File: config.mk
export PLATFORM = sky130hd
export DESIGN_NAME = console_io_regs
export DESIGN_NICKNAME = d
export VERILOG_FILES = /design/src/rtl/cio_pkg.sv /design/src/rtl/cio_ctrl.sv /design/src/rtl/cio_dpath.sv /design/src/rtl/console_io_regs.sv
export SDC_FILE = /design/constraint.sdc
export NUM_CORES = 1
export LEC_CHECK = 0
export BUFFER_PORTS_ARGS = -buffer_cell sky130_fd_sc_hd__buf_2
export CORE_MARGIN = 1
export CORE_UTILIZATION = 50
export DETAILED_ROUTE_END_ITERATION = 10
export GPL_ROUTABILITY_DRIVEN = 0
export PLACE_DENSITY = 0.79
export SYNTH_ARGS = -nofsm -noshare
export SYNTH_HDL_FRONTEND = slang
export SYNTH_SLANG_ARGS = --single-unit
File: constraint.sdc
create_clock -name clk -period 2.8 [get_ports clk]
set_clock_uncertainty 0.1 [all_clocks]
set_input_delay 0.14 -clock clk [delete_from_list [all_inputs] [get_ports clk]]
set_output_delay 0.14 -clock clk [all_outputs]
set_load 0.05 [all_outputs]
File: src/rtl/cio_pkg.sv
package cio_pkg;
  localparam int WORD_W   = 16;
  localparam int ADDR_W   = 3;
  localparam int PRI_W    = 3;
  localparam int FLAG_BIT = 15;
  localparam int IE_BIT   = 14;

  localparam logic [ADDR_W-1:0] A_KSTAT = 3'd0;
  localparam logic [ADDR_W-1:0] A_KDATA = 3'd1;
  localparam logic [ADDR_W-1:0] A_KVEC  = 3'd2;
  localparam logic [ADDR_W-1:0] A_DSTAT = 3'd3;
  localparam logic [ADDR_W-1:0] A_DDATA = 3'd4;

  typedef struct packed {
    logic keyLoad;
    logic kDataRd;
    logic kStatWr;
    logic kVecWr;
    logic dStatWr;
    logic dDataWr;
  } strobes_t;
endpackage

File: src/rtl/cio_ctrl.sv
module cio_ctrl
  import cio_pkg::*;
#(
  parameter int BUSY_CYCLES = 8
) (
  input  logic              clk,
  input  logic              rstN,
  input  logic              busSel,
  input  logic              busWr,
  input  logic [ADDR_W-1:0] busAddr,
  input  logic              keyValid,
  output strobes_t          stb,
  output logic              kbdDone,
  output logic              dispReady
);
  localparam int CNT_W = $clog2(BUSY_CYCLES + 1);

  logic [CNT_W-1:0] busyCnt;
  logic             wrHit;
  logic             rdHit;

  assign wrHit = busSel && busWr;
  assign rdHit = busSel && !busWr;

  always_comb begin
    stb         = '0;
    stb.keyLoad = keyValid;
    stb.kDataRd = rdHit && (busAddr == A_KDATA);
    stb.kStatWr = wrHit && (busAddr == A_KSTAT);
    stb.kVecWr  = wrHit && (busAddr == A_KVEC);
    stb.dStatWr = wrHit && (busAddr == A_DSTAT);
    stb.dDataWr = wrHit && (busAddr == A_DDATA) && dispReady;
  end

  // Arrival wins over a consuming read in the same cycle.
  always_ff @(posedge clk or negedge rstN) begin
    if (!rstN)            kbdDone <= 1'b0;
    else if (stb.keyLoad) kbdDone <= 1'b1;
    else if (stb.kDataRd) kbdDone <= 1'b0;
  end

  always_ff @(posedge clk or negedge rstN) begin
    if (!rstN) begin
      dispReady <= 1'b1;
      busyCnt   <= '0;
    end else if (stb.dDataWr) begin
      dispReady <= 1'b0;
      busyCnt   <= CNT_W'(BUSY_CYCLES);
    end else if (!dispReady) begin
      if (busyCnt == CNT_W'(1)) begin
        dispReady <= 1'b1;
        busyCnt   <= '0;
      end else begin
        busyCnt <= busyCnt - CNT_W'(1);
      end
    end
  end
endmodule

File: src/rtl/cio_dpath.sv
module cio_dpath
  import cio_pkg::*;
#(
  parameter logic [15:0] VEC_RST = 16'h0180
) (
  input  logic              clk,
  input  logic              rstN,
  input  strobes_t          stb,
  input  logic [ADDR_W-1:0] busAddr,
  input  logic [WORD_W-1:0] busWdata,
  input  logic [WORD_W-1:0] keyChar,
  input  logic              kbdDone,
  input  logic              dispReady,
  output logic [WORD_W-1:0] busRdata,
  output logic              kbdIe,
  output logic [PRI_W-1:0]  kbdPri,
  output logic [WORD_W-1:0] kbdVec,
  output logic              dispIe,
  output logic [PRI_W-1:0]  dispPri,
  output logic [WORD_W-1:0] dispData,
  output logic              dispStrobe
);
  logic [WORD_W-1:0] kbdData;

  always_ff @(posedge clk or negedge rstN) begin
    if (!rstN) begin
      kbdData    <= '0;
      kbdIe      <= 1'b0;
      kbdPri     <= '0;
      kbdVec     <= VEC_RST;
      dispIe     <= 1'b0;
      dispPri    <= '0;
      dispData   <= '0;
      dispStrobe <= 1'b0;
    end else begin
      dispStrobe <= stb.dDataWr;
      if (stb.keyLoad) kbdData <= keyChar;
      if (stb.kStatWr) begin
        kbdIe  <= busWdata[IE_BIT];
        kbdPri <= busWdata[PRI_W-1:0];
      end
      if (stb.dStatWr) begin
        dispIe  <= busWdata[IE_BIT];
        dispPri <= busWdata[PRI_W-1:0];
      end
      if (stb.kVecWr)  kbdVec   <= busWdata;
      if (stb.dDataWr) dispData <= busWdata;
    end
  end

  function automatic logic [WORD_W-1:0] packStat(input logic flag, input logic ie,
                                                 input logic [PRI_W-1:0] pri);
    logic [WORD_W-1:0] w;
    w = '0;
    w[FLAG_BIT]    = flag;
    w[IE_BIT]      = ie;
    w[PRI_W-1:0]   = pri;
    return w;
  endfunction

  always_comb begin
    unique case (busAddr)
      A_KSTAT: busRdata = packStat(kbdDone, kbdIe, kbdPri);
      A_KDATA: busRdata = kbdData;
      A_KVEC:  busRdata = kbdVec;
      A_DSTAT: busRdata = packStat(dispReady, dispIe, dispPri);
      default: busRdata = '0;
    endcase
  end
endmodule

File: src/rtl/console_io_regs.sv
module console_io_regs
  import cio_pkg::*;
#(
  parameter int          BUSY_CYCLES = 8,
  parameter logic [15:0] VEC_RST     = 16'h0180
) (
  input  logic        clk,
  input  logic        rstN,
  input  logic        busSel,
  input  logic        busWr,
  input  logic [2:0]  busAddr,
  input  logic [15:0] busWdata,
  output logic [15:0] busRdata,
  input  logic        keyValid,
  input  logic [15:0] keyChar,
  output logic [15:0] dispData,
  output logic        dispStrobe,
  output logic        kbdIrq,
  output logic [2:0]  kbdPri,
  output logic [15:0] kbdVec,
  output logic        dispIrq,
  output logic [2:0]  dispPri
);
  strobes_t stb;
  logic     kbdDone;
  logic     dispReady;
  logic     kbdIe;
  logic     dispIe;

  cio_ctrl #(.BUSY_CYCLES(BUSY_CYCLES)) u_ctrl (
    .clk(clk), .rstN(rstN), .busSel(busSel), .busWr(busWr), .busAddr(busAddr),
    .keyValid(keyValid), .stb(stb), .kbdDone(kbdDone), .dispReady(dispReady)
  );

  cio_dpath #(.VEC_RST(VEC_RST)) u_dpath (
    .clk(clk), .rstN(rstN), .stb(stb), .busAddr(busAddr), .busWdata(busWdata),
    .keyChar(keyChar), .kbdDone(kbdDone), .dispReady(dispReady),
    .busRdata(busRdata), .kbdIe(kbdIe), .kbdPri(kbdPri), .kbdVec(kbdVec),
    .dispIe(dispIe), .dispPri(dispPri), .dispData(dispData), .dispStrobe(dispStrobe)
  );

  // Requests are combinational so they drop with their flag.
  assign kbdIrq  = kbdDone && kbdIe;
  assign dispIrq = dispReady && dispIe;
endmodule

# Yosys cells after proc, flatten, opt, wreduce, memory -nomap -nowiden
# Cells that the tools add are included.
[classes] n_mux=9 eq_ne=6 bitwise=0 n_addsub=1 order_cmp=0 mul=0 div=0 n_shift=0 reduce_logical=13
[op_table] operator="16-bit case mux with 4 select lines" n=1
[op_table] operator="4-bit 2-to-1 mux" n=3
[op_table] operator="1-bit logical AND" n=10
[op_table] operator="3-bit by 2-bit == test with 1-bit output, second input constant" n=2
[op_table] operator="1-bit 2-to-1 mux" n=5
[op_table] operator="4-bit by 1-bit == test with 1-bit output, second input constant" n=1
[op_table] operator="4-bit by 1-bit subtractor with 4-bit output, second input constant" n=1
[op_table] operator="3-bit by 1-bit == test with 1-bit output, second input constant" n=1
[op_table] operator="3-bit == test, second input constant" n=1
[op_table] operator="3-bit logical NOT" n=1
[op_table] operator="2-bit by 1-bit != test with 1-bit output, second input constant" n=1
[op_table] operator="2-bit nonzero test" n=1
[op_table] operator="1-bit logical NOT" n=1
[totals] latch_bits=0 inputBits=40 mem_bits_rw=0 regBits=63 rom_bits=0 memories=0

# Logic depth before layout (Yosys ltp)
# Gate-level depths: netlist (run 1).
[depth] ltp_word=5 depth_mapped=5 depth_no_buf=5

# Modules after synthesis
# Synthesis (run 1) repeated with hierarchy kept, for this count alone.
[unflattened] cells_unflattened=219 area_unflattened_um2=3074.2
[by_module_without_submodules] module="cio_dpath" cells_each=176 n_inst=1 area_per_inst_um2=2665.1
[by_module_without_submodules] module="cio_ctrl" cells_each=41 n_inst=1 area_per_inst_um2=396.6
[by_module_without_submodules] module="console_io_regs" cells_each=2 n_inst=1 area_per_inst_um2=12.5

# Worst setup path after synthesis (run 1)
# Ideal clock, no wire load.
[synth_timing] path_kind="register to register" startpoint="reg u_ctrl.dispReady" endpoint="reg u_dpath.dispData[10]" stages_incl_launch_ff=6 setup_slack_ns=0.830 required_time_ns=2.575 arrival_time_ns=1.746 cell_sequence="dfstp_2 -> buf_2 -> nand2_1 -> nor4_4 -> buf_6 -> mux2_2"
[synth_rtl] item="start: declaration" line="cio_ctrl.sv:14" rtl="output logic dispReady"
[synth_rtl] item="start signal: assignment" line="cio_ctrl.sv:44" rtl="dispReady <= 1'b1;"
[synth_rtl] item="start signal: assignment" line="cio_ctrl.sv:47" rtl="dispReady <= 1'b0;"
[synth_rtl] item="start signal: assignment" line="cio_ctrl.sv:51" rtl="dispReady <= 1'b1;"
[synth_rtl] item="end signal: assignment" line="cio_dpath.sv:47" rtl="if (stb.dDataWr) dispData <= busWdata;"
[synth_rtl] item="end: declaration" line="cio_dpath.sv:20" rtl="output logic [WORD_W-1:0] dispData,"

# Worst setup path after layout (run 1)
[layout_timing] startpoint="reg u_ctrl.dispReady" endpoint="out busRdata[15]"
[layout_via] elab_chain_cells=1
[layout_lines] item="16-bit case mux with 4 select lines" line="cio_dpath.sv:62" rtl="unique case (busAddr)"
[layout_lines] item="end: declaration" line="console_io_regs.sv:13" rtl="output logic [15:0] busRdata,"
# No other way between the ends.

==> reports/results.env, run 1 <==
FF_LATCH_AREA_UM2=1580
POST_SYNTH_NUM_CELL_TYPES=32
POST_CTS_SETUP_REPAIR_BUFFER_COUNT=0
TIMING.CRITICAL_PATH.SLOWEST_STAGE_CELL='sky130_fd_sc_hd__dfstp_2'
H-TREE-DEPTH=3
POST-ROUTE-CELL-AREA_UM2=3850
P_SW_SHARE_PCT=42.4
INITIAL_CORE_UTIL_PCT=53.5
FILLCELLCOUNT=347
ARRIVAL_PS=1620
DETAIL_ROUTE.FIRST_PASS.ITERATIONS=5
DETAILEDROUTE.FIRSTITERATIONVIOLATIONS=101
CTS_TREE='done'
TOTAL_GLOBAL_ROUTE_TRACK_USAGE_PCT=24.7
CRITICAL_PATH.CELL_CHAIN='mux4_1 > nor2b_1 > buf_2'
CP_DATA_REQUIRED_TIME_PS=2560
SETUP_VIOL_COUNT_FINAL=0
COMMONEST_NON_FILL_NON_TAP_CELL_IN_THE_LAYOUT='sky130_fd_sc_hd__buf_2'
CTS_RESIZED=0
SETUP.WORST_PATH.END_CLASS='output port'
NUMBER_OF_MAX_SLEW_VIOLATIONS_IN_THE_FINAL_REPORT=0
NUMBER_OF_GLOBAL_ROUTE_VIAS_BEFORE_REPAIR=2233
SYNTH_SEQ_AREA_SHARE_PCT=56.4
CLOCKPOWERSHARE_PCT=21.3
GLOBAL_ROUTE.OVERFLOW_TOTAL=0
FLOORPLAN.DIE_AREA_UM2=5900
SYNTH_AREA_PER_CELL_UM2=14.4
DP_HPWL_MM=4.35
DIODES=0
DRT.ANTENNA.VIOLATING_NETS=0
FP.COREAREA_UM2=5240
AREA_DELTA_SYNTH_FINAL_PCT=37.7
DRV.MAX_CAP_VIOLATION_COUNT=0
AVGVIACOUNTPERCELL=5.37
ROUTE.DETAILED.WL_PER_INST_UM=16.6
CTS_ROOT_BUF='sky130_fd_sc_hd__clkbuf_8'
POWER.SHARE.SEQUENTIAL_PCT=38.3
FINAL_PERIOD_MINUS_WORST_SETUP_SLACK_PS=1860
CTS_SINKS=63
PWR_DENSITY_CELL_nW_PER_UM2=886
NUMCTSBUFFERS=9
FIN_SETUP_TNS_PS=0
NUMPORTBUFFERS=96
CLK_LATENCY_PS=330
DESIGN.FINAL.NETS=370
FINAL_REPORT_HOLD_VIOLATION_COUNT=0
WORST-SLEW-PIN-TRANSITION_PS=956
PATH_CLK_SLEW_PS=70
ROUTED_WIRELENGTH_MM=6.71
LAYOUT.CELLS.MOST_COMMON_LIST='sky130_fd_sc_hd__buf_2 (96), sky130_fd_sc_hd__dfrtp_1 (60), sky130_fd_sc_hd__mux2_2 (56)'
IR_DROP_V=0.000607
FINAL_MIN_PERIOD_OVER_CLOCK_PERIOD_PCT=66.5
COMBINATIONALPOWERSHARE_PCT=40.4
NETLIST_INSTANCES=195
DRC=0
YOSYS_REGISTER_BITS=63
SYN_NETS=237
WORST_SLEW_MARGIN_REL_PCT=35.7
HOLD_CLASS='primary input to flip-flop'
PLACE_AREA_UM2=3350
YOSYS_WARNINGS=0
GRT_MAX_DEGREE=64
PLACEMENTROWS=26
AREA_OF_COMBINATIONAL_CELLS_WITH_MULTIPLE_INPUTS_UM2=1150
ANTENNA_FOUND_INITIAL=0
CELL_INTERNAL_PWR_mW=1.97
LEAKAGEPOWER_nW=1.85
REPORT.POWER.TOTAL_mW=3.42
OUTCOME='complete, no violations'
VIAS=2163
CTS_MAX_PATH_BUFFERS=2
FINAL_LAYOUT_SIZE_SUFFIX_GT1_SHARE_PCT=53.5
GRT_SETUP_UNREPAIRED='no'
DIEHEIGHT_UM=76.8
GLOBAL_ROUTE_WIRE_LENGTH_BEFORE_REPAIR_MM=11.0
IO_PINS=97
CRITICAL_PATH_CLASS='flip-flop to output port'
CLOCK.FMAX_MHz=537
PATH_MAX_FANOUT=10
DIE_X_UM=76.8
NETLIST_AREA_UM2=2800
CRITICAL_PATH.MAX_STAGE_DELAY_PS=610
CP-START-KIND='flip-flop'
HOLD_SLACK_PS=17.2
POWER.SWITCHING_mW=1.45
final cells by class:
cell class / count / area share [%]
sequential: 63 / 41.0
tap: 70 / 2.27
clock buffer: 13 / 4.38
inverter: 2 / 0.195
clock inverter: 3 / 0.454
multi-input combinational: 119 / 30.0
timing repair buffer: 133 / 21.7
metrics by stage:
| step | util, % | setup WS, ps | std cells |
|---|---|---|---|
| 3_3_place_gp | 63.9 | 1000 | 355 |
| 5_1_grt | 73.6 | 866 | 403 |
| 6_report | 73.6 | 937 | 403 |
| 4_1_cts | 73.6 | 920 | 403 |
| 2_1_floorplan | - | 830 | 195 |
| 3_5_place_dp | 63.9 | 952 | 355 |
power groups by stage:
stage          registers [mW]  logic [mW]  clock network, mW
4_1_cts                  1.31        1.38              0.740
3_5_place_dp             1.32        1.34                  0
2_1_floorplan            1.86       0.461                  0
3_3_place_gp             1.31        1.32                  0
5_1_grt                  1.34        1.45              0.779
6_report                 1.31        1.38              0.729
kinds of logic after synthesis:
family / Yosys count / share of synthesized area, %
DFF: 63 / 56.4
muxes: 61 / 27.2
and+or+nand+nor: 38 / 8.31
AOI/OAI and AO/OA: 18 / 4.83
buffers and inverters: 13 / 2.32
adders and majority gates: 2 / 0.894
sequential cells by signal (all words and copies together) (netlist names), 3 cells and up:
register,count
u_dpath.dispData,16
u_dpath.kbdPri,3
u_dpath.dispPri,3
u_dpath.kbdData,16
u_dpath.kbdVec,16
u_ctrl.busyCnt,4
worst max-delay path, delay by kind of cell, from the launching register on:
kind	cells	cell delay (ps)
DFF	1	610
buffers and inverters	1	280
and+or+nand+nor	1	150
muxes	1	250
path summary, 6_finish.rpt:
check	start	to	slack (ps)	cells after the start
min in group asynchronous	rstN	u_dpath.dispData[1]	390	3
min	busSel	u_ctrl.kbdDone	20	3
min reg2reg	u_dpath.dispData[11]	u_dpath.dispData[11]	400	1
max in group asynchronous	rstN	u_dpath.dispData[14]	1670	3
max reg2reg	u_ctrl.dispReady	u_dpath.dispData[0]	1020	4
max	u_ctrl.dispReady	busRdata[15]	940	3
repair_timing:
action                                  CTS  global route
endpoints found under the setup margin    0             0
endpoints found under the hold margin   110             0
hold buffers                             32             0
cell usage after synthesis:
cell | instances | area share (%)
sky130_fd_sc_hd__nand3_1 | 1 | 0.18
sky130_fd_sc_hd__nor2_1 | 13 | 1.7
sky130_fd_sc_hd__nor4_1 | 1 | 0.22
sky130_fd_sc_hd__a21oi_1 | 1 | 0.18
sky130_fd_sc_hd__nor4b_4 | 1 | 0.85
sky130_fd_sc_hd__o22ai_1 | 2 | 0.45
sky130_fd_sc_hd__nand2b_1 | 1 | 0.22
sky130_fd_sc_hd__dfrtp_1 | 60 | 54
sky130_fd_sc_hd__nor2b_1 | 8 | 1.8
sky130_fd_sc_hd__buf_2 | 4 | 0.71
sky130_fd_sc_hd__or4_1 | 1 | 0.27
sky130_fd_sc_hd__a211o_1 | 1 | 0.31
sky130_fd_sc_hd__and2_1 | 2 | 0.45
sky130_fd_sc_hd__buf_1 | 1 | 0.13
sky130_fd_sc_hd__nand4bb_1 | 1 | 0.40
sky130_fd_sc_hd__nor4b_1 | 1 | 0.31
sky130_fd_sc_hd__clkbuf_1 | 4 | 0.54
sky130_fd_sc_hd__dfstp_2 | 3 | 2.8
sky130_fd_sc_hd__nor3_1 | 1 | 0.18
sky130_fd_sc_hd__buf_4 | 1 | 0.27
sky130_fd_sc_hd__mux2_2 | 56 | 23
sky130_fd_sc_hd__inv_1 | 2 | 0.27
sky130_fd_sc_hd__a22oi_1 | 11 | 2.9
sky130_fd_sc_hd__and2b_1 | 1 | 0.27
sky130_fd_sc_hd__nor4_4 | 1 | 0.76
sky130_fd_sc_hd__o2bb2ai_1 | 1 | 0.31
sky130_fd_sc_hd__mux4_1 | 5 | 4.7
sky130_fd_sc_hd__ha_1 | 2 | 0.89
sky130_fd_sc_hd__o21ba_2 | 1 | 0.36
sky130_fd_sc_hd__nand2_1 | 5 | 0.67
sky130_fd_sc_hd__buf_6 | 1 | 0.40
sky130_fd_sc_hd__a21o_1 | 1 | 0.27
metal layers:
| layer | wire [um] | vias to the layer above | GRT usage (%) |
|---|---|---|---|
| met3 | 370 | 12 | 5.36 |
| met2 | 3460 | 71 | 41.2 |
| met5 | 0 | - | 0 |
| met1 | 2740 | 1104 | 30.5 |
| li1 | - | 976 | - |
| met4 | 134 | 0 | 11.7 |
Note: power is estimated with default switching activity, not from simulation.
==> inputs of run 2 (changes only) <==
- clock period: 2.8 -> 1.84 ns (I/O delays scaled with it)
==> reports/results.env, run 2 (synthesis results as in run 1) <==
HOLD_SLACK_PS=21.3  # was 17.2 ps
PATH_CLK_SLEW_PS=70  # about the same
ARRIVAL_PS=1600  # was 1620 ps
GRT_MOST_USED_LAYER='met2'  # unchanged
CP.BUFFERS_INVERTERS=2  # was 1
INITIAL_CORE_UTIL_PCT=53.5  # unchanged
STARTPOINT_OF_THE_MOST_CRITICAL_REGISTER_TO_REGISTER_PATH='u_ctrl.dispReady'  # unchanged
DESIGN.FINAL.NETS=380  # was 370
DIODES=0  # unchanged
FINAL_REPORT_HOLD_VIOLATION_COUNT=0  # unchanged
CTS_ROOT_BUF='sky130_fd_sc_hd__clkbuf_8'  # unchanged
CRITICAL_PATH.MAX_STAGE_DELAY_PS=460  # was 610 ps
REPORT.POWER.TOTAL_mW=5.22  # was 3.42 mW
CLK_LATENCY_PS=330  # about the same
DPL.CELL_COUNT=361  # was 355
FINALCOREUTILIZATION_PCT=75.9  # was 73.6%
GLOBAL_ROUTE.OVERFLOW_TOTAL=0  # unchanged
AREA_DELTA_SYNTH_FINAL_PCT=42.0  # was 37.7%
HOLD_WORST_PATH_END='u_ctrl.kbdDone'  # unchanged
PATH_MAX_FANOUT=6  # was 10
CPLARGESTDELAYFAMILY='multiplexers'  # was flip-flops
FINAL_PERIOD_MINUS_WORST_SETUP_SLACK_PS=1790
NUMCTSBUFFERS=9  # unchanged
COMMONEST_NON_FILL_NON_TAP_CELL_IN_THE_LAYOUT='sky130_fd_sc_hd__buf_2'  # unchanged
GRT_MAX_DEGREE=35  # was 64
IR_DROP_V=0.00117  # was 0.000607 V
DRV.MAX_CAP_VIOLATION_COUNT=0  # unchanged
MET1_USAGE_PCT=28.3  # was 30.5%
WORST_SLEW_MARGIN_REL_PCT=58.9  # was 35.7%
DETAIL_ROUTE.FIRST_PASS.ITERATIONS=5  # unchanged
DP_HPWL_MM=4.46  # was 4.35 mm
TIMING.HOLD.WORST.START='busWr'  # was busSel
FLOORPLAN.DIE_AREA_UM2=5900  # unchanged
CP-START-KIND='flip-flop'  # unchanged
FIN_SETUP_TNS_PS=0  # unchanged
PLACE_AREA_UM2=3440  # was 3350 um^2
TIMING.CRITICAL_PATH.SLOWEST_STAGE_CELL='sky130_fd_sc_hd__mux4_2'  # was sky130_fd_sc_hd__dfstp_2
CRITICAL_PATH.CELL_CHAIN='buf_6 > mux4_2 > nor2b_4 > buf_8'  # was mux4_1 > nor2b_1 > buf_2
DRC=0  # unchanged
USE_MET3_PCT=7.74  # was 5.36%
DRT.ANTENNA.VIOLATING_NETS=0  # unchanged
GRT_SETUP_UNREPAIRED='no'  # unchanged
PLACEMENTROWS=26  # unchanged
GLOBAL_ROUTE_WIRE_LENGTH_BEFORE_REPAIR_MM=11.3  # was 11.0 mm
FP.COREAREA_UM2=5240  # unchanged
CRIT-REG2REG-CAPTURE='u_dpath.dispData[5]'  # was u_dpath.dispData[0]
PWR_DENSITY_CELL_nW_PER_UM2=1310  # was 886 nW/um^2
DIE_X_UM=76.8  # unchanged
NUMBER_OF_GLOBAL_ROUTE_VIAS_BEFORE_REPAIR=2354  # was 2,233
LEAKAGEPOWER_nW=1.92  # was 1.85 nW
CTS_MAX_PATH_BUFFERS=2  # unchanged
PRE_CTS_SLACK_PS=148  # was 952 ps
NUMBER_OF_MAX_SLEW_VIOLATIONS_IN_THE_FINAL_REPORT=0  # unchanged
IO_PINS=97  # unchanged
SETUP.WORST_PATH.END_CLASS='output port'  # unchanged
FF2FF_PATH_DEPTH=4  # unchanged
NUMPORTBUFFERS=96  # unchanged
ANTENNA_FOUND_INITIAL=0  # unchanged
LAYOUT.CELLS.MOST_COMMON_LIST='sky130_fd_sc_hd__buf_2 (95), sky130_fd_sc_hd__dfrtp_1 (60), sky130_fd_sc_hd__mux2_2 (49)'  # was sky130_fd_sc_hd__buf_2 (96), sky130_fd_sc_hd__dfrtp_1 (60), sky130_fd_sc_hd__mux2_2 (56)
CTS_TREE='done'  # unchanged
GLOBALROUTEMET2UTIL_PCT=44.5  # was 41.2%
TIMING.REG2REG.SETUP_SLACK_PS=130  # was 1020 ps
FINAL_LAYOUT_SIZE_SUFFIX_GT1_SHARE_PCT=55.0  # was 53.5%
POST-ROUTE-CELL-AREA_UM2=3980  # was 3850 um^2
H-TREE-DEPTH=3  # unchanged
CTS_SINKS=63  # unchanged
CP_DATA_REQUIRED_TIME_PS=1650  # was 2560 ps
SETUP_VIOL_COUNT_FINAL=0  # unchanged
WORST-SLEW-PIN-TRANSITION_PS=607  # was 956 ps
OUTCOME='complete, no violations'  # unchanged
LAYOUTNONFILLERINSTCOUNT=412  # was 403
FINALWORSTSETUPSLACK_PS=48.2  # was 937 ps
BIGGESTREGSBYFLOPS='u_dpath.dispData (16), u_dpath.kbdData (16), u_dpath.kbdVec (16)'  # unchanged
DETAILEDROUTE.FIRSTITERATIONVIOLATIONS=77  # was 101
ROUTE.DETAILED.WL_PER_INST_UM=16.8  # was 16.6 um
WORST_HOLD_STAGES=4  # was 3
AVGVIACOUNTPERCELL=5.27  # was 5.37
ROUTED_WIRELENGTH_MM=6.94  # was 6.71 mm
HOLD_CLASS='primary input to flip-flop'  # unchanged
FINAL_MIN_PERIOD_OVER_CLOCK_PERIOD_PCT=97.4
DIEHEIGHT_UM=76.8  # unchanged
TOTAL_GLOBAL_ROUTE_TRACK_USAGE_PCT=25.5  # was 24.7%
CLOCK.FMAX_MHz=558
VIAS=2172  # was 2,163
CRITICAL_PATH_CLASS='flip-flop to output port'  # unchanged
-- run 2: cell types whose count changed in the layout (fill, tap and decap cells not counted), moves of 2 or more --
cell                            change
sky130_fd_sc_hd__mux2_4             +7
sky130_fd_sc_hd__clkbuf_8           -2
sky130_fd_sc_hd__dlygate4sd3_1      +2
sky130_fd_sc_hd__buf_4              +6
sky130_fd_sc_hd__mux2_2             -7
-- run 2: layout make-up --
cell class,instances,area [um^2]
sequential,63,1580
inverter,2,7.51
clock inverter,4,22.5
multi-input combinational,119,1190
clock buffer,11,141
fill,345,1260
tap,70,87.6
timing repair buffer,143,945
-- run 2: worst max-delay path by stage --
| stage | from | to | cells after the start |
|---|---|---|---|
| 3_3_place_gp | u_ctrl.dispReady | u_dpath.dispData[6] | 4 |
| 4_1_cts | u_ctrl.dispReady | busRdata[15] | 4 |
| 5_1_grt | u_ctrl.dispReady | busRdata[15] | 4 |
| 6_report | u_ctrl.dispReady | busRdata[15] | 4 |
| 2_1_floorplan | u_ctrl.dispReady | u_dpath.dispData[10] | 5 |
| 3_5_place_dp | u_ctrl.dispReady | u_dpath.dispData[6] | 4 |
-- run 2: where the power goes --
| group | total [mW] | internal [mW] | leakage [nW] | switching [mW] |
|---|---|---|---|---|
| logic | 2.22 | 0.741 | 1.08 | 1.48 |
| clock network | 1.01 | 0.511 | 0.0850 | 0.502 |
| registers | 1.99 | 1.75 | 0.758 | 0.241 |
| total | 5.22 | 3.00 | 1.92 | 2.22 |
-- run 2: metal layers --
metal	vias to the layer above	share of wire [%]
met5	-	0
met4	0	2.3
met3	16	4.4
met2	65	53
met1	1092	40
li1	999	-
-- run 2: worst reg2reg max path, delay by kind of cell (launching register included) --
kind	cells	cell delay [ps]
mux	1	360
buf+inv	1	240
flops	1	560
simple gates	2	330
-- run 2: timing repair --
item / in CTS / in global routing
endpoints found under the hold margin: 117 / 0
gates cloned: 0 / 0
hold buffers: 34 / 0
pin swaps: 0 / 0
gates resized for setup: 5 / 2
setup endpoints to repair: 1 / 1
setup buffers: 0 / 2
==> inputs of run 3 (changes only) <==
--- a/config.mk
+++ b/config.mk
@@ -9,6 +9,6 @@
 export CORE_MARGIN = 1
-export CORE_UTILIZATION = 50
+export CORE_UTILIZATION = 25
 export DETAILED_ROUTE_END_ITERATION = 10
 export GPL_ROUTABILITY_DRIVEN = 0
-export PLACE_DENSITY = 0.79
+export PLACE_DENSITY = 0.45
 export SYNTH_ARGS = -nofsm -noshare
==> constraint.sdc (replaced) <==
create_clock -name clk -period 1.84 [get_ports clk]
set_clock_uncertainty 0.1 [all_clocks]
set_input_delay 0.184 -clock clk [delete_from_list [all_inputs] [get_ports clk]]
set_output_delay 0.184 -clock clk [all_outputs]
set_load 0.05 [all_outputs]
==> reports/results.env, run 3 (synthesis results as in run 1) <==
OUTCOME='finished with violations'  # was complete, no violations
VIOLATIONS='negative setup slack'
FP.COREAREA_UM2=10900  # was 5240 um^2
FILLCELLCOUNT=1087  # was 345
CLOCK.FMAX_MHz=539  # was 558 MHz
DRT.ANTENNA.VIOLATING_NETS=0  # unchanged
CRITPATHMOSTFREQUENTCELL='sky130_fd_sc_hd__buf_6'
CTS_TREE='done'  # unchanged
WORST_SLEW_MARGIN_REL_PCT=58.1  # was 58.9%
ARRIVAL_PS=1570  # was 1600 ps
PATH_CLK_SLEW_PS=70  # about the same
DP_HPWL_MM=5.20  # was 4.46 mm
HOLD_CLASS='primary input to flip-flop'  # unchanged
POST-ROUTE-CELL-AREA_UM2=4190  # was 3980 um^2
HOLD_SLACK_PS=30.4  # was 21.3 ps
DETAILEDROUTE.FIRSTITERATIONVIOLATIONS=50  # was 77
CP_DATA_REQUIRED_TIME_PS=1560  # was 1650 ps
FINAL_REPORT_HOLD_VIOLATION_COUNT=0  # unchanged
CP.BUFFERS_INVERTERS=2  # unchanged
LEAKAGEPOWER_nW=1.97  # was 1.92 nW
AREA_DELTA_SYNTH_FINAL_PCT=49.5  # was 42.0%
FINAL_MIN_PERIOD_OVER_CLOCK_PERIOD_PCT=101  # was 97.4%
ROUTE.DETAILED.WL_PER_INST_UM=15.4  # was 16.8 um
FLOORPLAN.DIE_AREA_UM2=11600  # was 5900 um^2
GRT_MAX_DEGREE=64  # was 35
TIMING.CRITICAL_PATH.SLOWEST_STAGE_CELL='sky130_fd_sc_hd__mux4_2'  # unchanged
DRC=0  # unchanged
DETAIL_ROUTE.FIRST_PASS.ITERATIONS=4  # was 5
DRV.MAX_CAP_VIOLATION_COUNT=0  # unchanged
IR_DROP_V=0.000616  # was 0.00117 V
SETUP_VIOL_COUNT_FINAL=2  # was 0
DIODES=0  # unchanged
DIEHEIGHT_UM=108  # was 76.8 um
CTS_MAX_PATH_BUFFERS=2  # unchanged
GRT_SETUP_UNREPAIRED='yes'  # was no
NUMPORTBUFFERS=96  # unchanged
DESIGN.FINAL.NETS=389  # was 380
PWR_DENSITY_CELL_nW_PER_UM2=1300  # was 1310 nW/um^2
FINALCOREUTILIZATION_PCT=38.4  # was 75.9%
NUMBER_OF_GLOBAL_ROUTE_VIAS_BEFORE_REPAIR=2259  # was 2,354
INITIAL_CORE_UTIL_PCT=25.7  # was 53.5%
GLOBAL_ROUTE.OVERFLOW_TOTAL=0  # unchanged
CRITICAL_PATH.MAX_STAGE_DELAY_PS=450  # was 460 ps
NUMBER_OF_MAX_SLEW_VIOLATIONS_IN_THE_FINAL_REPORT=0  # unchanged
H-TREE-DEPTH=3  # unchanged
FINALWORSTSETUPSLACK_PS=-15.7  # was 48.2 ps
IO_PINS=97  # unchanged
TOTAL_GLOBAL_ROUTE_TRACK_USAGE_PCT=13.6  # was 25.5%
STARTPOINT='u_ctrl.dispReady'  # unchanged
PATH_MAX_FANOUT=2  # was 6
ROUTED_WIRELENGTH_MM=7.55  # was 6.94 mm
CP-START-KIND='flip-flop'  # unchanged
ANTENNA_FOUND_INITIAL=0  # unchanged
BIGGESTREGSBYFLOPS='u_dpath.dispData (16), u_dpath.kbdData (16), u_dpath.kbdVec (16)'  # unchanged
CTS_ROOT_BUF='sky130_fd_sc_hd__clkbuf_8'  # unchanged
PLACE_AREA_UM2=3590  # was 3440 um^2
FINAL_PERIOD_MINUS_WORST_SETUP_SLACK_PS=1860  # was 1790 ps
LAYOUT.CELLS.MOST_COMMON_LIST='sky130_fd_sc_hd__buf_2 (90), sky130_fd_sc_hd__dfrtp_1 (60), sky130_fd_sc_hd__mux2_2 (49)'  # was sky130_fd_sc_hd__buf_2 (95), sky130_fd_sc_hd__dfrtp_1 (60), sky130_fd_sc_hd__mux2_2 (49)
SETUP.WORST_PATH.END_CLASS='output port'  # unchanged
DIE_X_UM=108  # was 76.8 um
CPLARGESTDELAYFAMILY='multiplexers'  # unchanged
FINAL_LAYOUT_SIZE_SUFFIX_GT1_SHARE_PCT=63.0  # was 55.0%
CLK_LATENCY_PS=330  # about the same
COMMONEST_NON_FILL_NON_TAP_CELL_IN_THE_LAYOUT='sky130_fd_sc_hd__buf_2'  # unchanged
CTS_SINKS=63  # unchanged
PLACEMENTROWS=38  # was 26
AVGVIACOUNTPERCELL=4.41  # was 5.27
STARTPOINT_OF_THE_MOST_CRITICAL_REGISTER_TO_REGISTER_PATH='u_ctrl.dispReady'  # unchanged
VIAS=2166  # was 2,172
GLOBAL_ROUTE_WIRE_LENGTH_BEFORE_REPAIR_MM=11.7  # was 11.3 mm
NUMCTSBUFFERS=9  # unchanged
WORST-SLEW-PIN-TRANSITION_PS=619  # was 607 ps
CRITICAL_PATH_CLASS='flip-flop to output port'  # unchanged
TIMING.HOLD.WORST.START='busWdata[1]'  # was busWr
CRITICAL_PATH.CELL_CHAIN='buf_6 > mux4_2 > nor2b_4 > buf_6'  # was buf_6 > mux4_2 > nor2b_4 > buf_8
[run 3: cell types whose count changed in the layout (fill, tap and decap cells not counted), moves of 4 or more]
cell,change
sky130_fd_sc_hd__mux4_1,-4
sky130_fd_sc_hd__nor2b_1,-4
sky130_fd_sc_hd__nor2_1,-10
sky130_fd_sc_hd__nor2b_2,+4
sky130_fd_sc_hd__buf_2,-5
sky130_fd_sc_hd__dlygate4sd3_1,-5
sky130_fd_sc_hd__nor2_2,+10
sky130_fd_sc_hd__buf_4,+12
sky130_fd_sc_hd__buf_6,+7
sky130_fd_sc_hd__mux4_2,+4
[run 3: area by class of cell]
| type | count | area [um^2] | share of cell area, % |
|---|---|---|---|
| well taps | 140 | 175 | 4.19 |
| multi-input cells | 119 | 1210 | 29.0 |
| flip-flops and latches | 63 | 1580 | 37.8 |
| inverters | 2 | 7.51 | 0.179 |
| repair buffers | 152 | 1030 | 24.6 |
| clock buffers | 10 | 128 | 3.05 |
| clock inverters | 5 | 50.0 | 1.20 |
[run 3: worst reg2reg max path, stage by stage (launching register included)]
cell and delay (ps):
sky130_fd_sc_hd__dfstp_2 550, sky130_fd_sc_hd__buf_4 120, sky130_fd_sc_hd__nand2_4 40, sky130_fd_sc_hd__nor4_4 340, sky130_fd_sc_hd__buf_6 220, sky130_fd_sc_hd__mux2_2 360
[run 3: worst paths after layout]
check / to / slack, ps / cells after the start
max in group asynchronous: u_ctrl.dispReady / 1020 / 3
setup / recovery: busRdata[15] / -20 / 4
min in group asynchronous: u_dpath.kbdPri[0] / 290 / 3
hold / removal: u_dpath.dispPri[1] / 30 / 2
hold reg to reg: u_dpath.dispData[2] / 410 / 1
setup reg to reg: u_dpath.dispData[4] / -10 / 5
[run 3: per-stage QoR]
step	std cells	total power [mW]	setup WS [ps]	TNS, ps
2_1_floorplan	195	3.60	-108	-754
3_3_place_gp	434	4.12	27.2	0
6_report	491	5.43	-15.7	-26.8
4_1_cts	488	5.47	-28.1	-42.8
5_1_grt	491	5.71	-68.8	-604
3_5_place_dp	434	4.14	39.6	0
[run 3: repair_timing]
item | CTS | global route
hold buffers | 29 | 0
endpoints found under the hold margin | 100 | 0
setup buffers | 10 | 3
gates resized for setup | 15 | 6
endpoints found under the setup margin | 5 | 19
[run 3: routing by layer]
layer  vias up  part of all wire, %  wire [um]  global-route usage, %
met5         -                    0          0                      0
met4         0                  1.8        136                   7.05
met3        10                  3.8        287                   2.48
met2        61                   48       3660                   21.2
met1      1085                   46       3470                   18.0
li1       1010                    -          -                      -
[run 3: power by group]
part | switching [mW] | internal [mW] | total (mW)
combinational | 1.50 | 0.819 | 2.32
sequential | 0.232 | 1.74 | 1.98
clock | 0.532 | 0.609 | 1.14
total | 2.26 | 3.17 | 5.43
